<file path="src/rtl/lrsc_pkg.sv">
package lrsc_pkg;
  typedef enum logic [1:0] {
    OP_IDLE = 2'b00,
    OP_LR   = 2'b01,
    OP_SC   = 2'b10,
    OP_RSVD = 2'b11
  } lrsc_op_e;
endpackage

</file>
<file path="src/rtl/lrsc_blk_match.sv">
module lrsc_blk_match #(
  parameter int AW     = 32,
  parameter int OFFS_W = 4,
  localparam int TW    = AW - OFFS_W
) (
  input  logic [AW-1:0] addr,
  input  logic [TW-1:0] tag,
  output logic          hit
);
  always_comb hit = (addr[AW-1:OFFS_W] == tag);
endmodule

</file>
<file path="src/rtl/lrsc_resv_reg.sv">
module lrsc_resv_reg #(
  parameter int TW = 28
) (
  input  logic          clk,
  input  logic          rst,
  input  logic          set,
  input  logic          clr,
  input  logic [TW-1:0] set_tag,
  output logic          vld,
  output logic [TW-1:0] tag
);
  always_ff @(posedge clk) begin
    if (rst) begin
      vld <= 1'b0;
      tag <= '0;
    end else if (set) begin
      vld <= 1'b1;
      tag <= set_tag;
    end else if (clr) begin
      vld <= 1'b0;
    end
  end

  AST_SET_WINS: assert property (@(posedge clk) disable iff (rst)
    set |=> vld);
  AST_CLR_TAKES: assert property (@(posedge clk) disable iff (rst)
    (clr && !set) |=> !vld);
endmodule

</file>
<file path="src/rtl/lrsc_out_stage.sv">
module lrsc_out_stage #(
  parameter int AW = 32,
  parameter int DW = 32
) (
  input  logic          clk,
  input  logic          rst,
  input  logic          rd_go,
  input  logic          wr_go,
  input  logic          sc_go,
  input  logic [AW-1:0] addr,
  input  logic [DW-1:0] data,
  output logic          mem_rd_en,
  output logic [AW-1:0] mem_rd_addr,
  output logic          mem_wr_en,
  output logic [AW-1:0] mem_wr_addr,
  output logic [DW-1:0] mem_wr_data,
  output logic          sc_done,
  output logic          sc_ok
);
  always_ff @(posedge clk) begin
    if (rst) begin
      mem_rd_en   <= 1'b0;
      mem_rd_addr <= '0;
      mem_wr_en   <= 1'b0;
      mem_wr_addr <= '0;
      mem_wr_data <= '0;
      sc_done     <= 1'b0;
      sc_ok       <= 1'b0;
    end else begin
      mem_rd_en <= rd_go;
      mem_wr_en <= wr_go;
      sc_done   <= sc_go;
      sc_ok     <= wr_go;
      if (rd_go) mem_rd_addr <= addr;
      if (wr_go) begin
        mem_wr_addr <= addr;
        mem_wr_data <= data;
      end
    end
  end

  AST_OK_IMPLIES_DONE: assert property (@(posedge clk) disable iff (rst)
    sc_ok |-> sc_done);
  AST_RD_WR_EXCL: assert property (@(posedge clk) disable iff (rst)
    $onehot0({mem_rd_en, mem_wr_en}));
endmodule

</file>
<file path="src/rtl/lrsc_monitor.sv">
module lrsc_monitor
  import lrsc_pkg::*;
#(
  parameter int AW     = 32,
  parameter int DW     = 32,
  parameter int OFFS_W = 4,
  localparam int TW    = AW - OFFS_W
) (
  input  logic          clk,
  input  logic          rst,
  input  logic [1:0]    req_op,
  input  logic [AW-1:0] req_addr,
  input  logic [DW-1:0] req_wdata,
  input  logic          snoop_wr,
  input  logic [AW-1:0] snoop_addr,
  output logic          mem_rd_en,
  output logic [AW-1:0] mem_rd_addr,
  output logic          mem_wr_en,
  output logic [AW-1:0] mem_wr_addr,
  output logic [DW-1:0] mem_wr_data,
  output logic          sc_done,
  output logic          sc_ok,
  output logic          rsv_valid
);
  lrsc_op_e      op;
  logic          lr_req, sc_req;
  logic          rsv_vld;
  logic [TW-1:0] rsv_tag;
  logic          req_hit, snp_hit;
  logic          snoop_kill, sc_pass;

  always_comb begin
    op         = lrsc_op_e'(req_op);
    lr_req     = (op == OP_LR);
    sc_req     = (op == OP_SC);
    snoop_kill = snoop_wr && snp_hit && rsv_vld;
    sc_pass    = sc_req && rsv_vld && req_hit && !snoop_kill;
  end

  lrsc_blk_match #(.AW(AW), .OFFS_W(OFFS_W)) u_req_match (
    .addr(req_addr), .tag(rsv_tag), .hit(req_hit));

  lrsc_blk_match #(.AW(AW), .OFFS_W(OFFS_W)) u_snp_match (
    .addr(snoop_addr), .tag(rsv_tag), .hit(snp_hit));

  lrsc_resv_reg #(.TW(TW)) u_resv (
    .clk(clk), .rst(rst),
    .set(lr_req), .clr(sc_req || snoop_kill),
    .set_tag(req_addr[AW-1:OFFS_W]),
    .vld(rsv_vld), .tag(rsv_tag));

  lrsc_out_stage #(.AW(AW), .DW(DW)) u_out (
    .clk(clk), .rst(rst),
    .rd_go(lr_req), .wr_go(sc_pass), .sc_go(sc_req),
    .addr(req_addr), .data(req_wdata),
    .mem_rd_en(mem_rd_en), .mem_rd_addr(mem_rd_addr),
    .mem_wr_en(mem_wr_en), .mem_wr_addr(mem_wr_addr),
    .mem_wr_data(mem_wr_data),
    .sc_done(sc_done), .sc_ok(sc_ok));

  always_comb rsv_valid = rsv_vld;

  AST_LR_SETS: assert property (@(posedge clk) disable iff (rst)
    (req_op == 2'b01) |=> rsv_valid);
  AST_SC_NEEDS_RESV: assert property (@(posedge clk) disable iff (rst)
    (req_op == 2'b10 && !rsv_valid) |=> (sc_done && !sc_ok));
  AST_SC_CLEARS: assert property (@(posedge clk) disable iff (rst)
    (req_op == 2'b10) |=> !rsv_valid);
  AST_SNOOP_CLEARS: assert property (@(posedge clk) disable iff (rst)
    (snoop_wr && rsv_valid && snoop_addr[AW-1:OFFS_W] == rsv_tag && req_op != 2'b01)
      |=> !rsv_valid);
  AST_SNOOP_BEATS_SC: assert property (@(posedge clk) disable iff (rst)
    (req_op == 2'b10 && snoop_wr && snoop_addr[AW-1:OFFS_W] == req_addr[AW-1:OFFS_W])
      |=> !mem_wr_en);
  AST_IDLE_QUIET: assert property (@(posedge clk) disable iff (rst)
    (req_op == 2'b00 || req_op == 2'b11) |=> !(mem_rd_en || mem_wr_en || sc_done));
  AST_WR_MEANS_OK: assert property (@(posedge clk) disable iff (rst)
    mem_wr_en |-> sc_ok);
endmodule

</file>
<file path="config.mk">
export PLATFORM = sky130hd
export DESIGN_NAME = lrsc_monitor
export DESIGN_NICKNAME = d
export VERILOG_FILES = /design/src/rtl/lrsc_pkg.sv /design/src/rtl/lrsc_blk_match.sv /design/src/rtl/lrsc_resv_reg.sv /design/src/rtl/lrsc_out_stage.sv /design/src/rtl/lrsc_monitor.sv
export SDC_FILE = /design/constraint.sdc
export NUM_CORES = 1
export LEC_CHECK = 0
export BUFFER_PORTS_ARGS = -buffer_cell sky130_fd_sc_hd__buf_2
export CORE_ASPECT_RATIO = 1.75
export CORE_MARGIN = 4
export CORE_UTILIZATION = 25
export CTS_CLUSTER_DIAMETER = 50
export DETAILED_ROUTE_END_ITERATION = 8
export SLEW_MARGIN = 30
export SYNTH_ARGS = -nofsm -noshare
export SYNTH_HDL_FRONTEND = slang
export SYNTH_SLANG_ARGS = --single-unit
</file>
<file path="constraint.sdc">
create_clock -name clk -period 5.7 [get_ports clk]
set_input_delay 0 -clock clk [delete_from_list [all_inputs] [get_ports clk]]
set_output_delay 0 -clock clk [all_outputs]
set_load 0.01 [all_outputs]
</file>
==> results.md, run 1 <==
- PwrDens: around 240 nW/um2
- Gp weighted congestion: between 0.8 and 0.9
- Max-cap check violation count: 0
- Routed WL: 18.2 mm
- Hold Crit Class: in2reg
- Fin. max-slew vios: 0
- Lkg Pwr: approximately 0.0028 uW
- Largest cells by area after synthesis: dfxtp_1, a21oi_1, o211ai_1
- Via count: 4940
- Ant. Diodes: 0
- Hold_buf cts: 66
- Final setup violation count: 0
- Setup bufs post-CTS: 0
- Drt drc: 0
- Drt pass-1 iters: 5
- Initial antenna violation count: 0
- CTS tree: yes
- Critical path's largest stage delay: between 0.8 and 0.9 ns
- Seq/Total Area, Yosys: 0.431
- Die area: 20900 um2
- Post-Synthesis Cell Area: around 4600 um2
- Via density: 4.91
- First-pass GRT wire length: 28.0 mm
- Crit-path cells: inv_2 > buf_4 > or4_4 > or4_4 > o21ai_0 > a21oi_1
- Syn. warnings: 0
- FMAX: 349 MHz
- Synth Area per Inst: 8.61 um2
- Crit Path Max Fanout: 66
- Worst-path clk slew: 0.08 ns
- Fin nets: 868
- Dpl ws: 2.86 ns
- Share of layout cells above drive strength 1: 0.297
- Resized cells post-CTS: 0
- Worst-skew pair later-pin latency: around 0.35 ns
- H-tree levels: 3
- Congestion Overflow GR: 0
- Netlist cell types: 32
- Sequential power share: 0.465
- Period utilisation layout: 0.503
- Internal power: 1150 uW
- Clock root buffer: clkbuf_16
- Clock Power Share: 0.416
- FF+latch count, synth: 100
- Total CTS buffers: 9
- Final setup TNS: 0 ns
- Initial DRC count: a little over 300
- CTS max path bufs: 2
- Placed Cells: 924
- Wire length per cell: 18.0 um
- IO Port Bufs: 197
- Placed inst area: 5620 um2
- Slew margin rel.: 0.432
- All-Layer GR Usage: 0.168
- Synth area leader: dfxtp_1
- Sw frac: 0.263
- CP max stage cell: or4_4
- Worst setup margin: 2.83 ns
- Die Wd: 111 um
- Synthesized net count: 641
- Post-layout min period: between 2 and 3 ns
- P&R area growth vs syn: 41.7%
- Net Switching: 410 uW
- Core area: 18100 um2
- Critical Path Start Type: register
- Clock sink total: 100
- Status: finished, final reports clean
- Cells after synthesis: 540
- Antenna viol nets, final: 0
- Die height: 188 um
- CP arrival: about 3 ns
- Area share of the leading cell type in the synthesized netlist: 0.431
- Initial Util: 0.256
- Row cnt: 65
- WP data required: 5.90 ns
- Buffers & Inverters on Critical Path: 2
- Worst vdd rail ir drop: 132 uV
- Cell area after layout: 6590 um2
- Worst setup path class: reg2reg
- Pin count of the biggest net entering global routing: 101
- Final Hold Viols: 0
- Vias in the first global route: 4885
- Crit path max-delay family: simple AND/OR/NAND/NOR gates
- Unrepaired setup endpoints after global routing: false
- Post-DP HPWL: 12.0 mm
- Final core utilization: 0.363
- Worst Tran Pin Value: 0.852 ns
- Worst setup EP type: register
- Crit path top cell by count: or4_4
- Ports: 202
- Clock Skew: roughly 0.012 ns
- Combinational power share: 0.119
- Non-Filler Instances: just over 1000
[power groups by stage]
stage | Sequential [uW] | Combinational (uW) | Clock [uW]
6_report | 724 | 185 | 648
5_1_grt | 726 | 203 | 699
4_1_cts | 724 | 187 | 673
3_5_place_dp | 740 | 150 | 0
3_3_place_gp | 740 | 149 | 0
2_1_floorplan | 742 | 67.7 | 0
[worst min-delay path: cells and delay by family]
family | cells | cell delay [ns]
buffers and inverters | 1 | 0.11
AOI/OAI and AO/OA | 1 | 0.06
and+or+nand+nor | 2 | 0.23
[synth_stat cells]
| cell type | n |
|---|---|
| dfxtp_1 | 100 |
| a21oi_1 | 97 |
| nand2_1 | 68 |
| o211ai_1 | 64 |
| o21ai_1 | 49 |
| xor2_1 | 38 |
| clkbuf_1 | 22 |
| buf_6 | 15 |
| o21ai_0 | 15 |
| xnor2_1 | 11 |
| buf_2 | 10 |
| nor4_1 | 9 |
| inv_1 | 6 |
| nand4_1 | 4 |
| nor2b_1 | 4 |
| buf_4 | 3 |
| clkbuf_8 | 3 |
| nand2b_1 | 3 |
| nor2_1 | 3 |
| nand3_1 | 2 |
| o22ai_1 | 2 |
| or4_4 | 2 |
| a2111oi_0 | 1 |
| a222oi_1 | 1 |
| clkbuf_4 | 1 |
| nand2b_4 | 1 |
| nor3_1 | 1 |
| nor3_2 | 1 |
| nor4_4 | 1 |
| nor4b_1 | 1 |
| o2111ai_1 | 1 |
| or4b_4 | 1 |
[cell families (layout without fill, tap and decap cells)]
| logic type | count (synthesis) | in the layout | share of synthesized area |
|---|---|---|---|
| AND/OR/NAND/NOR | 101 | 101 | 0.107 |
| flip-flops | 100 | 100 | 0.431 |
| buffers and inverters | 60 | 292 | 0.0850 |
| XOR/XNOR | 49 | 49 | 0.0923 |
| AO/OA/AOI/OAI | 230 | 230 | 0.285 |
[stage by stage]
stage	hold slack, ns	power, uW
2_1_floorplan	0.130	810
3_3_place_gp	0.264	889
3_5_place_dp	0.266	891
4_1_cts	0.0862	1580
5_1_grt	0.116	1630
6_report	0.0957	1560
[cell type report]
type	instances	area [um2]
clock buffers	9	225
well taps	234	293
flip-flops and latches	100	2000
clock inverters	7	81.3
inverters	6	22.5
fillers	1889	11500
multi-input cells	380	2260
repair buffers	270	1710
[per-layer routing]
layer,vias to the layer above,part of all wire,global-route usage
li1,2380,-,-
met5,-,0,0
met1,2335,0.38,0.186
met3,37,0.050,0.0373
met4,0,0.042,0.0806
met2,188,0.52,0.303
[final timing paths]
| check | cells after the start | end | start | slack [ns] |
|---|---|---|---|---|
| setup reg to reg | 6 | u_out.mem_wr_addr[28] | u_resv.vld | 2.83 |
| setup / recovery | 6 | u_out.mem_wr_addr[28] | u_resv.vld | 2.83 |
| hold reg to reg | 2 | u_out.mem_rd_addr[3] | u_out.mem_rd_addr[3] | 0.45 |
| hold / removal | 4 | u_resv.vld | req_op[0] | 0.1 |
[layout by cell type (no fill, tap or decap), types with 2 or more instances in the layout]
cell,instances
nand3_1,2
nor2_1,3
clkbuf_16,9
dlygate4sd3_1,66
nor4_1,9
nand2_1,68
o22ai_1,2
o21ai_0,15
o21ai_1,49
inv_1,5
buf_4,7
nand2b_1,3
buf_2,196
o211ai_1,64
a21oi_1,97
xor2_1,38
nand4_1,4
or4_4,2
dfxtp_1,100
xnor2_1,11
nor2b_1,3
inv_6,3
[registers in the layout (all words and copies together) (netlist names)]
register / flops
u_resv.vld: 1
u_out.mem_rd_en: 1
u_out.mem_rd_addr: 4
u_out.sc_done: 1
u_resv.tag: 28
u_out.mem_wr_data: 32
u_out.mem_wr_addr: 32
u_out.mem_wr_en: 1
No activity file was read; power rests on OpenSTA's default activity.
==> run 2, diff against run 1 <==
ABC_AREA = 1   (was unset)
clock period = 2.4 ns   (was 5.7 ns; I/O delays follow)
==> run 2 against run 1 <==
Net effect: fmax up 40%; count of clock-buffer cells in the layout up 4; hold slack worse by 0.057 ns; area after synthesis up 14%; routed wire length up 8.0%; non-clock buffer count up 4; total power rose to 2.5 times the previous value; synthesized cell count up 54%; highest routed layer unchanged.
==> results.md, run 2 <==
- Status: finished, final reports clean
- Worst Tran Pin Value: 0.630 ns
- Post-layout min period: 2.05 ns
- Row cnt: 70
- P&R area growth vs syn: 41.0%
- Clock Power Share: 0.393
- Syn. warnings: 0
- Post-synth top cells: nand2_1, inv_1, nor2_1, dfxtp_1, a21oi_1
- Hold Crit Class: in2reg
- FF+latch count, synth: 100
- Net Switching: 1060 uW
- Crit path max-delay family: simple AND/OR/NAND/NOR gates
- Reg2reg end: u_out.mem_wr_data[28]
- Share of layout cells above drive strength 1: 0.220
- Max-cap check violation count: 0
- Sequential power share: 0.446
- Worst Hold Launch: req_op[0]
- Resized cells post-CTS: 0
- Number of cells on the worst hold path: 4
- Worst vdd rail ir drop: 295 uV
- Initial DRC count: 276
- Clock sink total: 100
- First-pass GRT wire length: 30.9 mm
- Sw frac: 0.272
- Crit-path cells: inv_1 > nand2_1 > nand2_1 > nor2_1 > nand2_1 > nor2_1 > nand3_1 > nor2_4 > buf_12 > nand3_1 > nand2_1 > nor2_1
- Met1 wire length: 7.85 mm
- Final setup TNS: 0 ns
- Gp weighted congestion: 0.955
- Largest cells by area after synthesis: dfxtp_1, nand2_1, a21oi_1
- Worst setup margin: 0.354 ns
- Fillers: 2247
- Number of synthesized flops with an enable pin: 0
- All-Layer GR Usage: 0.165
- Post-Synthesis Cell Area: 5280 um2
- WHS Endpoint: u_out.sc_done
- Via density: between 4 and 5
- Synthesized net count: 931
- Combinational power share: 0.161
- Die area: 23600 um2
- Main flop type after synthesis: dfxtp_1
- Die height: 200 um
- R2r startpoint: u_resv.tag[7]
- CP arrival: 2.29 ns
- Final setup violation count: 0
- Worst-skew pair later-pin latency: 0.35 ns
- H-tree levels: 3
- Met2 WL: just under 10 mm
- Drt pass-1 iters: 4
- Wire length per cell: 14.8 um
- Dpl ws: 0.354 ns
- CP max stage cell: dfxtp_1
- Synth Area per Inst: 6.36 um2
- Routed WL: 19.6 mm
- Unrepaired setup endpoints after global routing: false
- Crit Path Max Fanout: 43
- Netlist cell types: 26
- Buffers & Inverters on Critical Path: 2
- CTS max path bufs: 2
- Lkg Pwr: 0.00379 uW
- Clock root buffer: clkbuf_16
- Die Wd: 118 um
- Post-synth ARST share: 0
- Core area: 20800 um2
- Area share of the leading cell type in the synthesized netlist: 0.379
- Final Hold Viols: 0
- Vias in the first global route: 5848
- IO Port Bufs: 197
- Crit path top cell by count: nand2_1
- Synth area leader: dfxtp_1
- FMAX: 489 MHz
- Worst setup path class: reg2reg
- Worst R2R Setup Slack: between 0.3 and 0.4 ns
- Drt drc: 0
- Antenna viol nets, final: 0
- Seq/Total Area, Yosys: 0.379
- Critical Path Start Type: register
- Total CTS buffers: 9
- Worst setup EP type: register
- Initial Util: 0.253
- Congestion Overflow GR: 0
- Initial antenna violation count: 2
- Commonest cells after routing, fill and taps aside: nand2_1, buf_2, inv_1
- R2R depth: 12
- Fin nets: 1170
- Worst-path clk slew: 0.07 ns
- PwrDens: 525 nW/um2
- DR WL met3: 707 um
- Critical path's largest stage delay: 0.38 ns
- Cells after synthesis: 830
- Slew margin rel.: 0.579
- Period utilisation layout: 0.853
- Post-DP HPWL: approximately 15 mm
- Internal power: 2850 uW
- Via count: 6009
- Cell with the most instances after synthesis: nand2_1
- Pin count of the biggest net entering global routing: 80
- WP data required: 2.64 ns
- Ports: roughly 200
- CTS tree: yes
- Top flop regs: u_out.mem_wr_addr x32, u_out.mem_wr_data x32, u_resv.tag x28
- Fin. max-slew vios: 0
- Max layer used: met4
- Clock Skew: 0.0143 ns
-- run 2: changes by cell type after synthesis, moves of 36 or more --
cell / change
o21ai_1: -49
xor2_1: -36
nand2_1: +129
nor2_1: +101
inv_1: +105
o211ai_1: -62
nand3_1: +77
-- run 2: how the worst max path moves through the flow --
stage              startpoint               endpoint  slack, ns  cells after the start
2_1_floorplan  u_resv.tag[17]   u_out.mem_wr_addr[0]       0.79                     13
3_3_place_gp    u_resv.tag[7]   u_out.mem_wr_addr[7]       0.41                     12
3_5_place_dp    u_resv.tag[7]  u_out.mem_wr_addr[20]       0.35                     12
4_1_cts         u_resv.tag[7]  u_out.mem_wr_addr[20]       0.33                     12
5_1_grt        u_resv.tag[27]  u_out.mem_wr_data[27]       0.15                     12
6_report        u_resv.tag[7]  u_out.mem_wr_data[28]       0.35                     12
-- run 2: kinds of logic (layout without fill, tap and decap cells) --
logic type / count (synthesis) / count (layout) / share of synthesized area
AO/OA/AOI/OAI: 138 / 138 / 0.132
XOR/XNOR: 14 / 14 / 0.0232
buffers and inverters: 166 / 410 / 0.140
flip-flops: 100 / 100 / 0.379
other: 0 / 2 / 0
AND/OR/NAND/NOR: 412 / 412 / 0.326
-- run 2: layout make-up --
| class | instances | area [um2] | area share |
|---|---|---|---|
| antenna | 2 | 5.00 | 0.000672 |
| clock buffer | 13 | 260 | 0.0350 |
| clock inverter | 3 | 43.8 | 0.00588 |
| inverter | 120 | 450 | 0.0605 |
| multi-input combinational | 564 | 2560 | 0.344 |
| sequential | 100 | 2000 | 0.269 |
| tap | 252 | 315 | 0.0424 |
| timing repair buffer | 274 | 1800 | 0.242 |
-- run 2: power by group through the flow --
stage                     clock network [uW]  registers, uW  logic [uW]
final                                   1540           1740         630
after global routing                    1640           1750         703
after CTS                               1590           1740         632
after detailed placement                   0           1780         545
after global placement                     0           1780         542
after floorplan                            0           1790         282
-- run 2: repair_timing --
item | in CTS | in global routing
buffers inserted | 0 | 0
endpoints found under the hold margin | 73 | 0
hold buffers | 65 | 0
-- run 2: tightest hold or removal path: stages --
cell and delay (ns):
buf_2 0.10, nor2_1 0.07, inv_1 0.11, nor2_1 0.06
-- run 2: routing by layer --
metal | up-vias | global-route usage
li1 | 3092 | -
met1 | 2672 | 0.184
met2 | 181 | 0.280
met3 | 64 | 0.0260
met4 | 0 | 0.125
met5 | - | 0
-- run 2: per-stage QoR --
stage	cells	cell area [um2]	util	hold WS (ns)	power, uW
after global placement	1245	6480	0.311	0.255	2320
after CTS	1326	7440	0.357	0.00952	3970
after floorplan	830	5280	-	0.0716	2070
final	1328	7440	0.357	0.0387	3910
after global routing	1328	7440	0.357	0.0379	4100
after detailed placement	1245	6480	0.311	0.259	2330
